--- src/rtl/irq_nest_pkg.sv ---
package irq_nest_pkg;

    localparam int unsigned MAX_LINES = 32;

    typedef enum logic {
        SVC_SEQUENTIAL = 1'b0,
        SVC_NESTED     = 1'b1
    } svc_mode_e;

    typedef struct packed {
        logic valid;
        logic [4:0] index;
    } pick_t;

    // lowest set bit of a mask, with a found flag
    function automatic pick_t first_set(input logic [MAX_LINES-1:0] v);
        pick_t r;
        r.valid = 1'b0;
        r.index = '0;
        for (int i = MAX_LINES - 1; i >= 0; i--) begin
            if (v[i]) begin
                r.valid = 1'b1;
                r.index = 5'(i);
            end
        end
        return r;
    endfunction

endpackage

--- src/rtl/irq_arrival_queue.sv ---
module irq_arrival_queue #(
    parameter int unsigned NUM_LINES = 8,
    localparam int unsigned IDW = $clog2(NUM_LINES),
    localparam int unsigned CW  = $clog2(NUM_LINES + 1)
) (
    input  logic                 clk,
    input  logic                 rst,
    input  logic [NUM_LINES-1:0] new_mask,
    input  logic                 rm_en,
    input  logic [IDW-1:0]       rm_id,
    output logic [IDW-1:0]       head_id,
    output logic [CW-1:0]        count,
    output logic [NUM_LINES-1:0] pend_mask
);

    logic [IDW-1:0]       q    [NUM_LINES];
    logic [IDW-1:0]       nq   [NUM_LINES];
    logic [CW-1:0]        cnt_n;
    logic [NUM_LINES-1:0] pend_n;
    logic [NUM_LINES-1:0] rm_hot;

    always_comb begin
        logic [CW-1:0] wr;
        rm_hot = '0;
        if (rm_en) rm_hot[rm_id] = 1'b1;
        for (int k = 0; k < NUM_LINES; k++) nq[k] = q[k];
        wr = '0;
        // keep surviving entries, compacted toward the head
        for (int k = 0; k < NUM_LINES; k++) begin
            if (CW'(k) < count && !(rm_en && q[k] == rm_id)) begin
                if (wr < CW'(NUM_LINES)) nq[IDW'(wr)] = q[k];
                wr = wr + CW'(1);
            end
        end
        // append arrivals of this edge in ascending index order
        for (int i = 0; i < NUM_LINES; i++) begin
            if (new_mask[i]) begin
                if (wr < CW'(NUM_LINES)) nq[IDW'(wr)] = IDW'(i);
                wr = wr + CW'(1);
            end
        end
        cnt_n  = wr;
        pend_n = (pend_mask & ~rm_hot) | new_mask;
    end

    always_ff @(posedge clk) begin
        if (rst) begin
            count     <= '0;
            pend_mask <= '0;
            for (int k = 0; k < NUM_LINES; k++) q[k] <= '0;
        end else begin
            count     <= cnt_n;
            pend_mask <= pend_n;
            for (int k = 0; k < NUM_LINES; k++) q[k] <= nq[k];
        end
    end

    assign head_id = q[0];


    queue_unique_chk: assert property (@(posedge clk) disable iff (rst)
        $countones(pend_mask) == int'(count));


    arrival_marks_chk: assert property (@(posedge clk) disable iff (rst)
        (new_mask != '0) |=> ((pend_mask & $past(new_mask)) == $past(new_mask)));

endmodule

--- src/rtl/irq_service_stack.sv ---
module irq_service_stack #(
    parameter int unsigned NUM_LINES = 8,
    localparam int unsigned IDW = $clog2(NUM_LINES),
    localparam int unsigned CW  = $clog2(NUM_LINES + 1)
) (
    input  logic                 clk,
    input  logic                 rst,
    input  logic                 push_en,
    input  logic [IDW-1:0]       push_id,
    input  logic                 pop_en,
    output logic [IDW-1:0]       top_id,
    output logic [CW-1:0]        depth,
    output logic [NUM_LINES-1:0] busy_mask
);

    logic [IDW-1:0] stk [NUM_LINES];
    logic           do_pop;
    logic [CW-1:0]  base;

    assign do_pop = pop_en && (depth != '0);
    assign base   = do_pop ? depth - CW'(1) : depth;

    always_ff @(posedge clk) begin
        if (rst) begin
            depth <= '0;
            for (int k = 0; k < NUM_LINES; k++) stk[k] <= '0;
        end else begin
            if (push_en && base < CW'(NUM_LINES)) stk[IDW'(base)] <= push_id;
            depth <= base + CW'(push_en);
        end
    end

    always_comb begin
        top_id = '0;
        if (depth != '0) top_id = stk[IDW'(depth - CW'(1))];
        busy_mask = '0;
        for (int k = 0; k < NUM_LINES; k++) begin
            if (CW'(k) < depth) busy_mask[stk[k]] = 1'b1;
        end
    end


    stack_bound_chk: assert property (@(posedge clk) disable iff (rst)
        depth <= CW'(NUM_LINES));


    pop_empty_chk: assert property (@(posedge clk) disable iff (rst)
        (pop_en && !push_en && depth == '0) |=> depth == '0);

endmodule

--- src/rtl/irq_offer_select.sv ---
module irq_offer_select
    import irq_nest_pkg::*;
#(
    parameter int unsigned NUM_LINES = 8,
    localparam int unsigned IDW = $clog2(NUM_LINES),
    localparam int unsigned CW  = $clog2(NUM_LINES + 1)
) (
    input  svc_mode_e            mode,
    input  logic [NUM_LINES-1:0] pend_mask,
    input  logic [IDW-1:0]       head_id,
    input  logic [CW-1:0]        count,
    input  logic                 busy,
    input  logic [IDW-1:0]       top_id,
    output logic                 offer,
    output logic [IDW-1:0]       offer_id
);

    pick_t          best;
    logic [IDW-1:0] best_id;

    assign best    = first_set(MAX_LINES'(pend_mask));
    assign best_id = IDW'(best.index);

    always_comb begin
        if (mode == SVC_NESTED) begin
            offer    = best.valid && (!busy || best_id < top_id);
            offer_id = best_id;
        end else begin
            offer    = !busy && (count != '0);
            offer_id = head_id;
        end
    end

endmodule

--- src/rtl/irq_nest_ctrl.sv ---
module irq_nest_ctrl
    import irq_nest_pkg::*;
#(
    parameter int unsigned NUM_LINES = 8,
    localparam int unsigned IDW = $clog2(NUM_LINES),
    localparam int unsigned CW  = $clog2(NUM_LINES + 1)
) (
    input  logic                 clk,
    input  logic                 rst,
    input  logic                 nest_mode,
    input  logic [NUM_LINES-1:0] irq_req,
    input  logic                 irq_ack,
    input  logic                 irq_eoi,
    output logic                 irq_valid,
    output logic [IDW-1:0]       irq_vec,
    output logic                 svc_busy,
    output logic [IDW-1:0]       svc_vec
);

    logic [NUM_LINES-1:0] pend_mask;
    logic [NUM_LINES-1:0] busy_mask;
    logic [NUM_LINES-1:0] new_mask;
    logic [IDW-1:0]       head_id;
    logic [CW-1:0]        q_count;
    logic [CW-1:0]        depth;
    logic                 take;
    svc_mode_e            mode;

    assign mode     = nest_mode ? SVC_NESTED : SVC_SEQUENTIAL;
    assign new_mask = irq_req & ~pend_mask & ~busy_mask;
    assign take     = irq_ack && irq_valid;
    assign svc_busy = (depth != '0);

    irq_arrival_queue #(.NUM_LINES(NUM_LINES)) u_queue (
        .clk      (clk),
        .rst      (rst),
        .new_mask (new_mask),
        .rm_en    (take),
        .rm_id    (irq_vec),
        .head_id  (head_id),
        .count    (q_count),
        .pend_mask(pend_mask)
    );

    irq_service_stack #(.NUM_LINES(NUM_LINES)) u_stack (
        .clk      (clk),
        .rst      (rst),
        .push_en  (take),
        .push_id  (irq_vec),
        .pop_en   (irq_eoi),
        .top_id   (svc_vec),
        .depth    (depth),
        .busy_mask(busy_mask)
    );

    irq_offer_select #(.NUM_LINES(NUM_LINES)) u_select (
        .mode     (mode),
        .pend_mask(pend_mask),
        .head_id  (head_id),
        .count    (q_count),
        .busy     (svc_busy),
        .top_id   (svc_vec),
        .offer    (irq_valid),
        .offer_id (irq_vec)
    );


    seq_hold_chk: assert property (@(posedge clk) disable iff (rst)
        (!nest_mode && svc_busy) |-> !irq_valid);


    nest_rank_chk: assert property (@(posedge clk) disable iff (rst)
        (nest_mode && irq_valid && svc_busy) |-> irq_vec < svc_vec);


    ack_push_chk: assert property (@(posedge clk) disable iff (rst)
        take |=> (svc_busy && svc_vec == $past(irq_vec)));


    ack_idle_chk: assert property (@(posedge clk) disable iff (rst)
        (irq_ack && !irq_valid && !irq_eoi) |=> depth == $past(depth));


    no_double_chk: assert property (@(posedge clk) disable iff (rst)
        (pend_mask & busy_mask) == '0);

endmodule

--- config.mk ---
export PLATFORM = sky130hd
export DESIGN_NAME = irq_nest_ctrl
export DESIGN_NICKNAME = d
export VERILOG_FILES = /design/src/rtl/irq_nest_pkg.sv /design/src/rtl/irq_arrival_queue.sv /design/src/rtl/irq_service_stack.sv /design/src/rtl/irq_offer_select.sv /design/src/rtl/irq_nest_ctrl.sv
export SDC_FILE = /design/constraint.sdc
export NUM_CORES = 1
export LEC_CHECK = 0
export ABC_CLOCK_PERIOD_IN_PS = 23700
export BUFFER_PORTS_ARGS = -buffer_cell sky130_fd_sc_hd__buf_4
export CORE_UTILIZATION = 69
export DETAILED_ROUTE_END_ITERATION = 8
export PLACE_DENSITY = 0.87
export SLEW_MARGIN = 20
export SYNTH_ARGS = -nofsm -noshare
export SYNTH_HDL_FRONTEND = slang
export SYNTH_SLANG_ARGS = --single-unit
export TNS_END_PERCENT = 100
--- constraint.sdc ---
create_clock -name clk -period 23.7 [get_ports clk]
set_input_delay 1.185 -clock clk [delete_from_list [all_inputs] [get_ports clk]]
set_output_delay 1.185 -clock clk [all_outputs]
set_load 0.005 [all_outputs]
Yosys cells after proc, flatten, opt, wreduce, memory -nomap -nowiden
Memory sizes are Yosys's and may differ from the RTL's. Cells that the tools add are included.

Register bits: 16. Memory bits (writable): 48. Input port bits: 13. Output and inout bits: 8. Memories: 2.

$add $sub $neg: 17. Order comparisons: 81. Eq/ne operators: 8. Mux-type cells: 140. Bitwise gates (word level): 58. Reductions and logical operators: 58.

Memory list: u_queue.q (words 8, width 3, read ports 8, clocked after Yosys merged registers in 0, wr ports 8, RTL line irq_arrival_queue.sv:16) `logic [IDW-1:0] q [NUM_LINES];`; u_stack.stk (words 8, width 3, read ports 9, clocked after Yosys merged registers in 0, wr ports 8, RTL line irq_service_stack.sv:16) `logic [IDW-1:0] stk [NUM_LINES];`.

Operator list (number): 24-bit 2-to-1 mux (30); 24-bit bitwise mux (7); 3-bit demux with 3-bit select (15); 8-bit OR (11); 3-bit 2-to-1 mux (27); 8-bit 2-to-1 mux (9); 4-bit 2-to-1 mux (16); 4-bit greater-or-equal comparator, second input constant (15); 4-bit by 1-bit less-than comparator with 1-bit output, second input constant (15); 4-bit less-than comparator, second input constant (15); 4-bit by 1-bit adder with 4-bit output, second input constant (14); 3-bit NOT with 4-bit output (14); 16-bit bitwise AND (3); 8-bit bitwise AND (6); 6-bit 2-to-1 mux (8); 16-bit NOT (3); 8-bit NOT (6); 16-bit OR (3); 1-bit logical AND (45); 3-bit by 4-bit less-than comparator with 1-bit output, second input constant (9); 3-bit by 4-bit less-than comparator with 1-bit output, first input constant (8); 1-bit demux with 3-bit select (9); 3-bit by 1-bit greater-or-equal comparator with 1-bit output, second input constant (9); 24-bit bitwise AND (1); 17 further kinds (64).

Logic depth before layout (Yosys ltp)
Gate-level depths: netlist of the first run.

Depth after elaboration: 68. Depth in mapped cells: 67.

Cells and area by module
A second synthesis of the first run with hierarchy kept.

Cell total of the unflattened synthesis: 1183. Area total of the unflattened synthesis: 9197.6 um^2.

By module, submodules not included: irq_arrival_queue (times used 1, cells each 902, area an instance 6668.9 um^2, seq. area each 720.7 um^2); irq_service_stack (times used 1, cells each 241, area an instance 2252.2 um^2, seq. area each 800.8 um^2); irq_offer_select (times used 1, cells each 30, area an instance 202.7 um^2, seq. area each 0.0 um^2); irq_nest_ctrl (times used 1, cells each 10, area an instance 73.8 um^2, seq. area each 0.0 um^2).

Worst setup path before layout of the first run
No wires, ideal clock.

Path kind: reg2reg. From: reg u_stack.depth[0]. To: mem u_queue.q[1][8] (netlist bit). Library setup time: 71 ps. Data arrival time: 12833 ps. Data required time: 23629 ps. Setup slack: 10796 ps. Stages on the path, launching flop included: 65. Period minus slack after synthesis: 12904 ps. Cell sequence: dfxtp_1 > buf_4 > inv_1 > ha_1 > clkbuf_1 > mux4_2 > mux2_2 > nand2_1 > ha_1 > and2_1 > a2111oi_0 > a41o_1 > a31oi_4 > inv_2 > a31o_2 > inv_4 > clkbuf_1 > fa_1 > (+29 left out) > inv_1 > ha_1 > nand2_1 > o21a_1 > inv_1 > ha_1 > mux2i_2 > inv_1 > ha_1 > nand2_1 > o21ai_1 > ha_1 > xnor3_1 > and3_1 > o21ai_0 > or3_1 > o22ai_1 > o21bai_1.

RTL lines: from (decl) (RTL line irq_service_stack.sv:12) `output logic [CW-1:0] depth,`; from (signal assigned) (RTL line irq_service_stack.sv:29) `depth <= base + CW'(push_en);`; to (decl) (RTL line irq_arrival_queue.sv:16).

Final worst setup path of the first run
From: reg u_stack.depth[0]. To: reg u_queue.count[2].

Cells in the longest elaborated chain, start to end: 42. Elaborated cells on any way between the ends: 91.

RTL lines: 4-bit by 1-bit subtractor with 4-bit output; memory read 8 x 3 bit; 3-bit 2-to-1 mux (RTL line irq_service_stack.sv:35) `if (depth != '0) top_id = stk[IDW'(depth - CW'(1))];`; 3-bit less-than comparator (RTL line irq_offer_select.sv:26) `offer = best.valid && (!busy || best_id < top_id);`; 1-bit logical OR (RTL line irq_offer_select.sv:26); 1-bit logical AND (RTL line irq_offer_select.sv:26); 1-bit 2-to-1 mux (RTL line irq_offer_select.sv:25) `if (mode == SVC_NESTED) begin`; 1-bit logical AND (RTL line irq_nest_ctrl.sv:31) `assign take = irq_ack && irq_valid;`; (+26 left out); 4-bit by 1-bit adder with 4-bit output (RTL line irq_arrival_queue.sv:39) `wr = wr + CW'(1);`; 4-bit 2-to-1 mux (RTL line irq_arrival_queue.sv:37) `if (new_mask[i]) begin`; 4-bit by 1-bit adder with 4-bit output (RTL line irq_arrival_queue.sv:39); 4-bit 2-to-1 mux (RTL line irq_arrival_queue.sv:37); 4-bit by 1-bit adder with 4-bit output (RTL line irq_arrival_queue.sv:39); 4-bit 2-to-1 mux (RTL line irq_arrival_queue.sv:37); 4-bit by 1-bit adder with 4-bit output (RTL line irq_arrival_queue.sv:39); 4-bit 2-to-1 mux (*) (RTL line irq_arrival_queue.sv:37); to (signal assigned) (RTL line irq_arrival_queue.sv:52) `count <= cnt_n;`; to (decl) (RTL line irq_arrival_queue.sv:12) `output logic [CW-1:0] count,`.

Mark *: on every way between the ends. The rest lies on a longest branch, timed or not. A chain may end at the register's enable or synchronous reset.

==> impl_metrics.json, run 1 <==
{
  "grt_max_degree": 40,
  "synth_flop_cell": "dfxtp_1",
  "port_buffers": 20,
  "clock_sinks": 64,
  "hold_violations": 0,
  "yosysWarnings": 0,
  "ys_types": 115,
  "first_pass_iters": 6,
  "clockBufferDepth": 2,
  "die-area_um2": 13500,
  "setup_viol": 0,
  "ioPinCount": 21,
  "ctsHoldBuffers": 0,
  "drt-wirelength-per-cell_um": 22.0,
  "grt_pass1_wl_um": 45800,
  "netlist_area_um2": 8990,
  "rsz0062_at_grt": "no",
  "row_count": 41,
  "period_needed_ns": 15.13,
  "n_fill_cell": 1020,
  "grt_use_met2_pct": 66.8,
  "seq_area_frac_synth_pct": 16.9,
  "num_antenna_cells": 0,
  "globalRouteOverflowTotal": 0,
  "drc": 0,
  "finalSetupTns_ns": 0,
  "syn_inst": 1193,
  "rrSetupSlack_ns": 8.57,
  "fmax_ghz": 0.0661,
  "antenna_found_initial": 1,
  "track_usage_pct": 44.8,
  "end_kind": "flop",
  "cts_resized": 0,
  "coreArea_um2": 12700,
  "grt.busiest_layer": "met2",
  "root_buffer": "clkbuf_16",
  "vias": 9598,
  "synth_edf_count": 24,
  "synth.largest_area_cell": "dfxtp_1",
  "grt_pass1_vias": 8540,
  "grtUsageMet3_pct": 10.8,
  "gp_congestion": 1.02,
  "synth.area.top_cells": "dfxtp_1 8.9%, edfxtp_1 8.0%, nor2_1 5.6%",
  "timing.final.crit_share_pct": 63.8,
  "cap_violations": 0,
  "use_met1_pct": 60.3,
  "die_w_um": 116,
  "arrival_ns": 15.33,
  "layout.nets": 1209,
  "h-tree-depth": 3,
  "max_stage_delay_ns": 0.86,
  "critPathSlowestCell": "fa_1",
  "antenna_left": 0,
  "cts_setup_buffers": 0,
  "worst_slew_pin_slew_ns": 1.05,
  "dp_hpwl_um": 23000,
  "area_growth_pct": 5.11,
  "fin_skew_ns": 0.00956,
  "startpoint_type": "flop",
  "cts.clk_slew.worst_paths_ns": 0.06,
  "ys_seq_elements": 64,
  "slew_headroom_pct": 29.4,
  "critPathKind": "reg2reg",
  "start_util_pct": 70.9,
  "drive_gt1_share_pct": 11.6,
  "tritoncts": "yes",
  "synth_top_area_share_pct": 8.91,
  "viasPerCell": 7.11,
  "synthArstFlopShare_pct": 0,
  "wl_um": 29700,
  "die_h_um": 116,
  "hp-class": "reg2reg",
  "syn_nets": 1230,
  "cp_common_cell": "ha_1",
  "regArea_um2": 1520,
  "cp.required_ns": 23.90,
  "clock_latency_ns": 0.34,
  "multi_input_area_um2": 7020,
  "numCtsBuffers": 9,
  "drt_iter0_markers": 1491,
  "avgSynthCellArea_um2": 7.54,
  "cp_max_fo": 14,
  "status": "complete, no violations",
  "slew_viol_final": 0
}
-- cell type report --
cell class                      instances  area share [%]
Clock buffer                           10            2.42
Tap cell                              172            2.28
Inverter                               56            2.25
Multi-Input combinational cell       1013            74.3
Sequential cell                        64            16.1
Timing Repair Buffer                   28            2.22
Clock inverter                          6           0.450
-- stage by stage --
step	cells	instance area [um^2]	worst slack (ns)	util [%]	hold slack, ns
6_report	1349	9450	8.57	74.6	0.572
5_1_grt	1349	9450	7.27	74.6	0.605
4_1_cts	1349	9450	8.82	74.6	0.558
3_5_place_dp	1333	9180	8.89	72.4	0.551
3_3_place_gp	1333	9180	9.46	72.4	0.539
2_1_floorplan	1193	8990	10.80	-	0.499
-- cells in the mapped netlist (all sizes together), types with 24 or more instances --
library cell,n
dfxtp,40
inv,53
nand3,42
o21ai,60
nor3,53
nor2,136
edfxtp,24
xnor2,48
clkbuf,39
nand2,120
a21oi,69
mux2i,45
-- sequential cells by signal (all words and copies together) (netlist names) --
signal and flops:
u_queue.q 24, u_stack.stk 24, u_queue.pend_mask 8, u_queue.count 4, u_stack.depth 4
-- worst max-delay path: cells and delay by family, from the launching register on --
family	cells	cell delay, ns
AOI/OAI and AO/OA	17	4.11
xor gates and xnor gates	2	0.28
adders and majority gates	15	5.24
buffers and inverters	12	1.98
DFF	1	0.65
muxes	5	1.80
and+or+nand+nor	10	0.97
-- worst paths after layout --
kind | start | end | cells past startpoint
max | u_stack.depth[0] | u_queue.count[2] | 61
min | u_queue.pend_mask[0] | u_queue.pend_mask[0] | 2
max reg2reg | u_stack.depth[0] | u_queue.count[2] | 61
min reg2reg | u_queue.pend_mask[0] | u_queue.pend_mask[0] | 2
-- layout by cell type (no fill, tap or decap), types with 19 or more instances in the layout --
master / synthesis / final
nor3_1: 50 / 50
nand3_1: 41 / 41
a211oi_1: 20 / 20
nand2_1: 119 / 119
inv_1: 48 / 48
ha_1: 23 / 23
nor4_1: 20 / 19
edfxtp_1: 24 / 24
buf_4: 5 / 28
xnor2_1: 39 / 39
o21ai_0: 54 / 54
a21oi_1: 68 / 68
nand2b_1: 23 / 23
mux2i_1: 44 / 44
nor2_1: 134 / 134
dfxtp_1: 40 / 40
nand4_1: 20 / 20
-- layer usage --
layer	share of wire, %	vias up
met3	13	141
met5	0.044	-
met1	40	4367
met2	42	673
met4	5.5	2
li1	-	4415
-- cells by family (layout without fill, tap and decap cells) --
| family | count (synthesis) | after routing | share of synthesized area [%] |
|---|---|---|---|
| buffers and inverters | 116 | 100 | 5.18 |
| DFF | 64 | 64 | 16.9 |
| adders and majority gates | 24 | 24 | 3.42 |
| xor gates and xnor gates | 77 | 77 | 10.4 |
| and+or+nand+nor | 531 | 531 | 30.3 |
| muxes | 64 | 64 | 8.18 |
| AOI/OAI and AO/OA | 317 | 317 | 25.6 |
Power of run 1 is left out: the tool's default activity adds up to more than one toggle a clock period on the data nets, which glitch-free logic cannot reach.
==> run 2, diff against run 1 <==
Settings changed: ABC_CLOCK_PERIOD_IN_PS 23700 to 15050, CORE_UTILIZATION 69 to 65, PLACE_DENSITY 0.87 to 0.82.
Clock period 23.7 ns to 15.05 ns, I/O delays scaled along.
==> run 2 against run 1 <==
Compared with the run above: via count rose by 0.47%; first-iteration DRC count is 7.5% lower; non-clock buffer count is 4 higher; critical path depth is 1 higher; setup slack worse by 7.8 ns; worst hold slack lost 0.015 ns; die area increased by 6.0%; final area grew 1.7%; critical path type unchanged.
==> impl_metrics.json, run 2 (synthesis results as in run 1) <==
{
  "track_usage_pct": 40.6,
  "arrival_ns": 14.44,
  "ctsHoldBuffers": 0,
  "max_stage_delay_ns": 0.49,
  "gp_congestion": 1.02,
  "grt_pass1_vias": 8444,
  "clock_latency_ns": 0.33,
  "final_common_cell": "nor2_1",
  "numCtsBuffers": 9,
  "clockBufferDepth": 2,
  "drt-wirelength-per-cell_um": 21.6,
  "ioPinCount": 21,
  "globalRouteOverflowTotal": 0,
  "finalSetupTns_ns": 0,
  "fin_skew_ns": 0.00618,
  "die-area_um2": 14300,
  "fmax_ghz": 0.0702,
  "hold_violations": 0,
  "layout.nets": 1213,
  "layout_common_cells": "134 x nor2_1, 119 x nand2_1, 68 x a21oi_1",
  "viasPerCell": 7.11,
  "cts.clk_slew.worst_paths_ns": 0.06,
  "row_count": 42,
  "end_kind": "flop",
  "antenna_left": 0,
  "worst_slew_pin_slew_ns": 1.13,
  "slew_viol_final": 0,
  "die_w_um": 120,
  "antenna_found_initial": 1,
  "drive_gt1_share_pct": 12.4,
  "critPathSlowestCell": "fa_1",
  "critPathKind": "reg2reg",
  "grt_max_degree": 40,
  "setup_viol": 0,
  "wl_um": 29300,
  "cp_common_cell": "ha_1",
  "area_growth_pct": 6.88,
  "hp-class": "reg2reg",
  "root_buffer": "clkbuf_16",
  "period_needed_ns": 14.24,
  "drc": 0,
  "num_antenna_cells": 0,
  "grt_pass1_wl_um": 45300,
  "port_buffers": 20,
  "h-tree-depth": 3,
  "rsz0062_at_grt": "no",
  "cp.required_ns": 15.25,
  "die_h_um": 120,
  "start_util_pct": 67.4,
  "status": "complete, no violations",
  "reg.largest.list": "u_queue.q: 24 flops, u_stack.stk: 24 flops, u_queue.pend_mask: 8 flops",
  "coreArea_um2": 13300,
  "startpoint_type": "flop",
  "n_fill_cell": 1123,
  "tritoncts": "yes",
  "drt_iter0_markers": 1379,
  "first_pass_iters": 5,
  "slew_headroom_pct": 24.2,
  "vias": 9643,
  "cp_max_fo": 15,
  "dp_hpwl_um": 23000,
  "clock_sinks": 64,
  "cap_violations": 0,
  "timing.final.crit_share_pct": 94.6
}
==> run 2: cell types whose count changed in the layout (fill, tap and decap cells not counted), moves of 2 or more <==
cell        delta
clkinv_2       -2
buf_4          +4
clkbuf_16      +2
clkinvlp_4     +2
==> run 2: worst paths after layout <==
kind	start	endpoint	slack (ns)	cells past startpoint
max	u_stack.depth[0]	u_queue.q[1][11]	0.81	62
min	u_queue.pend_mask[1]	u_queue.pend_mask[1]	0.56	2
max reg2reg	u_stack.depth[0]	u_queue.q[1][11]	0.81	62
min reg2reg	u_queue.pend_mask[1]	u_queue.pend_mask[1]	0.56	2
==> run 2: through the flow <==
step | utilization (%) | instances | area (um^2) | hold slack (ns) | worst slack, ns
after floorplan | - | 1193 | 8990 | 0.499 | 2.15
after global placement | 68.9 | 1339 | 9200 | 0.543 | 1.07
after detailed placement | 68.9 | 1339 | 9200 | 0.547 | 0.387
after CTS | 71.5 | 1355 | 9540 | 0.555 | 0.338
after global routing | 72.0 | 1357 | 9610 | 0.576 | 0.0468
final | 72.0 | 1357 | 9610 | 0.557 | 0.806
==> run 2: routing by layer <==
layer / GRT usage (%) / routed length (um) / vias to the layer above
met4: 17.3 / 1250 / 0
met2: 62.1 / 12700 / 642
met1: 55.4 / 11800 / 4470
met3: 8.56 / 3480 / 104
li1: - / - / 4427
met5: 0 / 0 / -
==> run 2: cell type report <==
type / instances / area, um^2 / share of cell area (%)
flip-flops and latches: 64 / 1530 / 15.9
clock buffers: 12 / 289 / 3.01
inverters: 56 / 221 / 2.30
well taps: 176 / 220 / 2.29
repair buffers: 32 / 240 / 2.50
clock inverters: 4 / 55.1 / 0.573
multi-input cells: 1013 / 7060 / 73.4
==> run 2: what timing repair did <==
item,in CTS,in global routing
buffers inserted,0,2
setup endpoints to repair,0,27
gates resized for setup,0,11
==> run 2: worst max-delay path, delay by kind of cell, from the launching register on <==
kind	cells	cell delay, ns
buffers and inverters	13	1.84
adder cells (fa/ha/maj)	14	4.57
AO/OA/AOI/OAI	19	4.16
flip-flops	1	0.44
XOR/XNOR	1	0.44
AND/OR/NAND/NOR	11	1.46
multiplexers	4	1.19
Power of run 2 is left out for the same reason.
==> run 3, diff against run 2 <==
Settings changed: ABC_CLOCK_PERIOD_IN_PS 15050 to 16800, CORE_UTILIZATION 65 to 69, PLACE_DENSITY 0.82 to 0.87.
Clock period 15.05 ns to 16.8 ns, I/O delays scaled along.
==> run 3 against run 2 <==
Compared with the run above: register-to-register slack improved by 0.92 ns; worst hold slack improved by 0.0037 ns; first-iteration DRC count decreased by 3.3%; critical path depth shrank 1; via count is 1.1% lower; sequential cell count stayed put; count of clock-buffer cells in the layout shrank 1; sequential share of layout area up 0.17 points; non-clock buffer count fell by 4; critical path type unchanged.
==> impl_metrics.json, run 3 (synthesis results as in run 1) <==
{
  "highest_layer": "met4",
  "fin_skew_ns": 0.00760,
  "setup_viol": 0,
  "cp_max_fo": 15,
  "antenna_left": 0,
  "clock_sinks": 64,
  "die-area_um2": 13500,
  "clock_latency_ns": 0.33,
  "tritoncts": "yes",
  "critPathSlowestCell": "fa_1",
  "end_kind": "flop",
  "wl_um": 29400,
  "grt_pass1_vias": 8471,
  "crit_start": "u_stack.depth[0]",
  "r2r-end": "u_queue.q[0][0]",
  "track_usage_pct": 44.7,
  "cp.required_ns": 17.07,
  "die_w_um": 116,
  "cap_violations": 0,
  "rsz0062_at_grt": "no",
  "status": "complete, no violations",
  "root_buffer": "clkbuf_16",
  "slew_headroom_pct": 29.0,
  "port_buffers": 20,
  "cts_setup_buffers": 0,
  "cts.clk_slew.worst_paths_ns": 0.06,
  "layout.nets": 1209,
  "die_h_um": 116,
  "holdPathStages": 2,
  "clockBufferDepth": 2,
  "antenna_found_initial": 0,
  "start_util_pct": 70.9,
  "gp_congestion": 1.03,
  "ioPinCount": 21,
  "globalRouteOverflowTotal": 0,
  "startpoint_type": "flop",
  "drc": 0,
  "grt_pass1_wl_um": 45600,
  "area_growth_pct": 5.47,
  "num_antenna_cells": 0,
  "first_pass_iters": 6,
  "reg.largest.list": "u_queue.q: 24 flops, u_stack.stk: 24 flops, u_queue.pend_mask: 8 flops",
  "critPathKind": "reg2reg",
  "grt_max_degree": 40,
  "utilization_pct": 74.8,
  "drt_iter0_markers": 1334,
  "met1_length_um": 11600,
  "drive_gt1_share_pct": 11.7,
  "n_fill_cell": 1020,
  "max_stage_delay_ns": 0.76,
  "dpl_worst_slack_ns": 2.00,
  "timing.final.crit_share_pct": 89.7,
  "fin_ws_ns": 1.72,
  "period_needed_ns": 15.08,
  "row_count": 41,
  "finalSetupTns_ns": 0,
  "wl_met3_um": 3680,
  "fmax_ghz": 0.0663,
  "slew_viol_final": 0,
  "cts_resized": 0,
  "arrival_ns": 15.35,
  "ctsHoldBuffers": 0,
  "dr_wl_met2_um": 12600,
  "r2r_start": "u_stack.depth[0]",
  "cp_common_cell": "ha_1",
  "viasPerCell": 7.07,
  "hp-class": "reg2reg",
  "rrSetupSlack_ns": 1.72,
  "critPathBufInv": 12,
  "hold_violations": 0,
  "min_from": "u_queue.pend_mask[0]",
  "rr_worst_depth": 61,
  "worst_slew_pin_slew_ns": 1.06,
  "critical-path-top-delay-family": "adder cells",
  "h-tree-depth": 3,
  "vias": 9541,
  "final_common_cell": "nor2_1",
  "numCtsBuffers": 9,
  "whs_endpoint": "u_queue.pend_mask[0]",
  "dp_hpwl_um": 22900,
  "layout_common_cells": "134 x nor2_1, 119 x nand2_1, 68 x a21oi_1",
  "coreArea_um2": 12700,
  "drt-wirelength-per-cell_um": 21.8
}
-- run 3: worst min-delay path, delay by kind of cell, from the launching register on --
kind	cells	cell delay, ns
flip-flops	1	0.36
AO/OA/AOI/OAI	2	0.15
-- run 3: how the worst max path moves through the flow --
stage / end / slack [ns] / cells after the start
floorplan: u_queue.q[1][8] / 3.90 / 64
global placement: u_queue.q[0][1] / 2.56 / 61
detailed placement: u_queue.q[0][2] / 2.00 / 60
CTS: u_queue.q[0][0] / 1.99 / 61
global route: u_queue.q[0][0] / 0.50 / 60
finish: u_queue.q[0][0] / 1.72 / 61
-- run 3: metal layers --
layer	up-vias	global-route usage, %
li1	4422	-
met1	4342	58.8
met2	649	66.7
met3	128	12.3
met4	0	24.2
met5	-	0
-- run 3: final cells by class --
class	instances	area (um^2)	share of cell area [%]
Inverter	56	213	2.24
Tap cell	172	215	2.27
Sequential cell	64	1520	16.0
Timing Repair Buffer	28	210	2.22
Multi-Input combinational cell	1013	7020	74.1
Clock inverter	5	33.8	0.356
Clock buffer	11	264	2.78
-- run 3: through the flow --
stage	instance area [um^2]	std cells	hold slack [ns]
final	9480	1349	0.560
after detailed placement	9180	1333	0.551
after global placement	9180	1333	0.539
after floorplan	8990	1193	0.499
after global routing	9480	1349	0.608
after CTS	9470	1349	0.557
Power of run 3 is left out for the same reason.
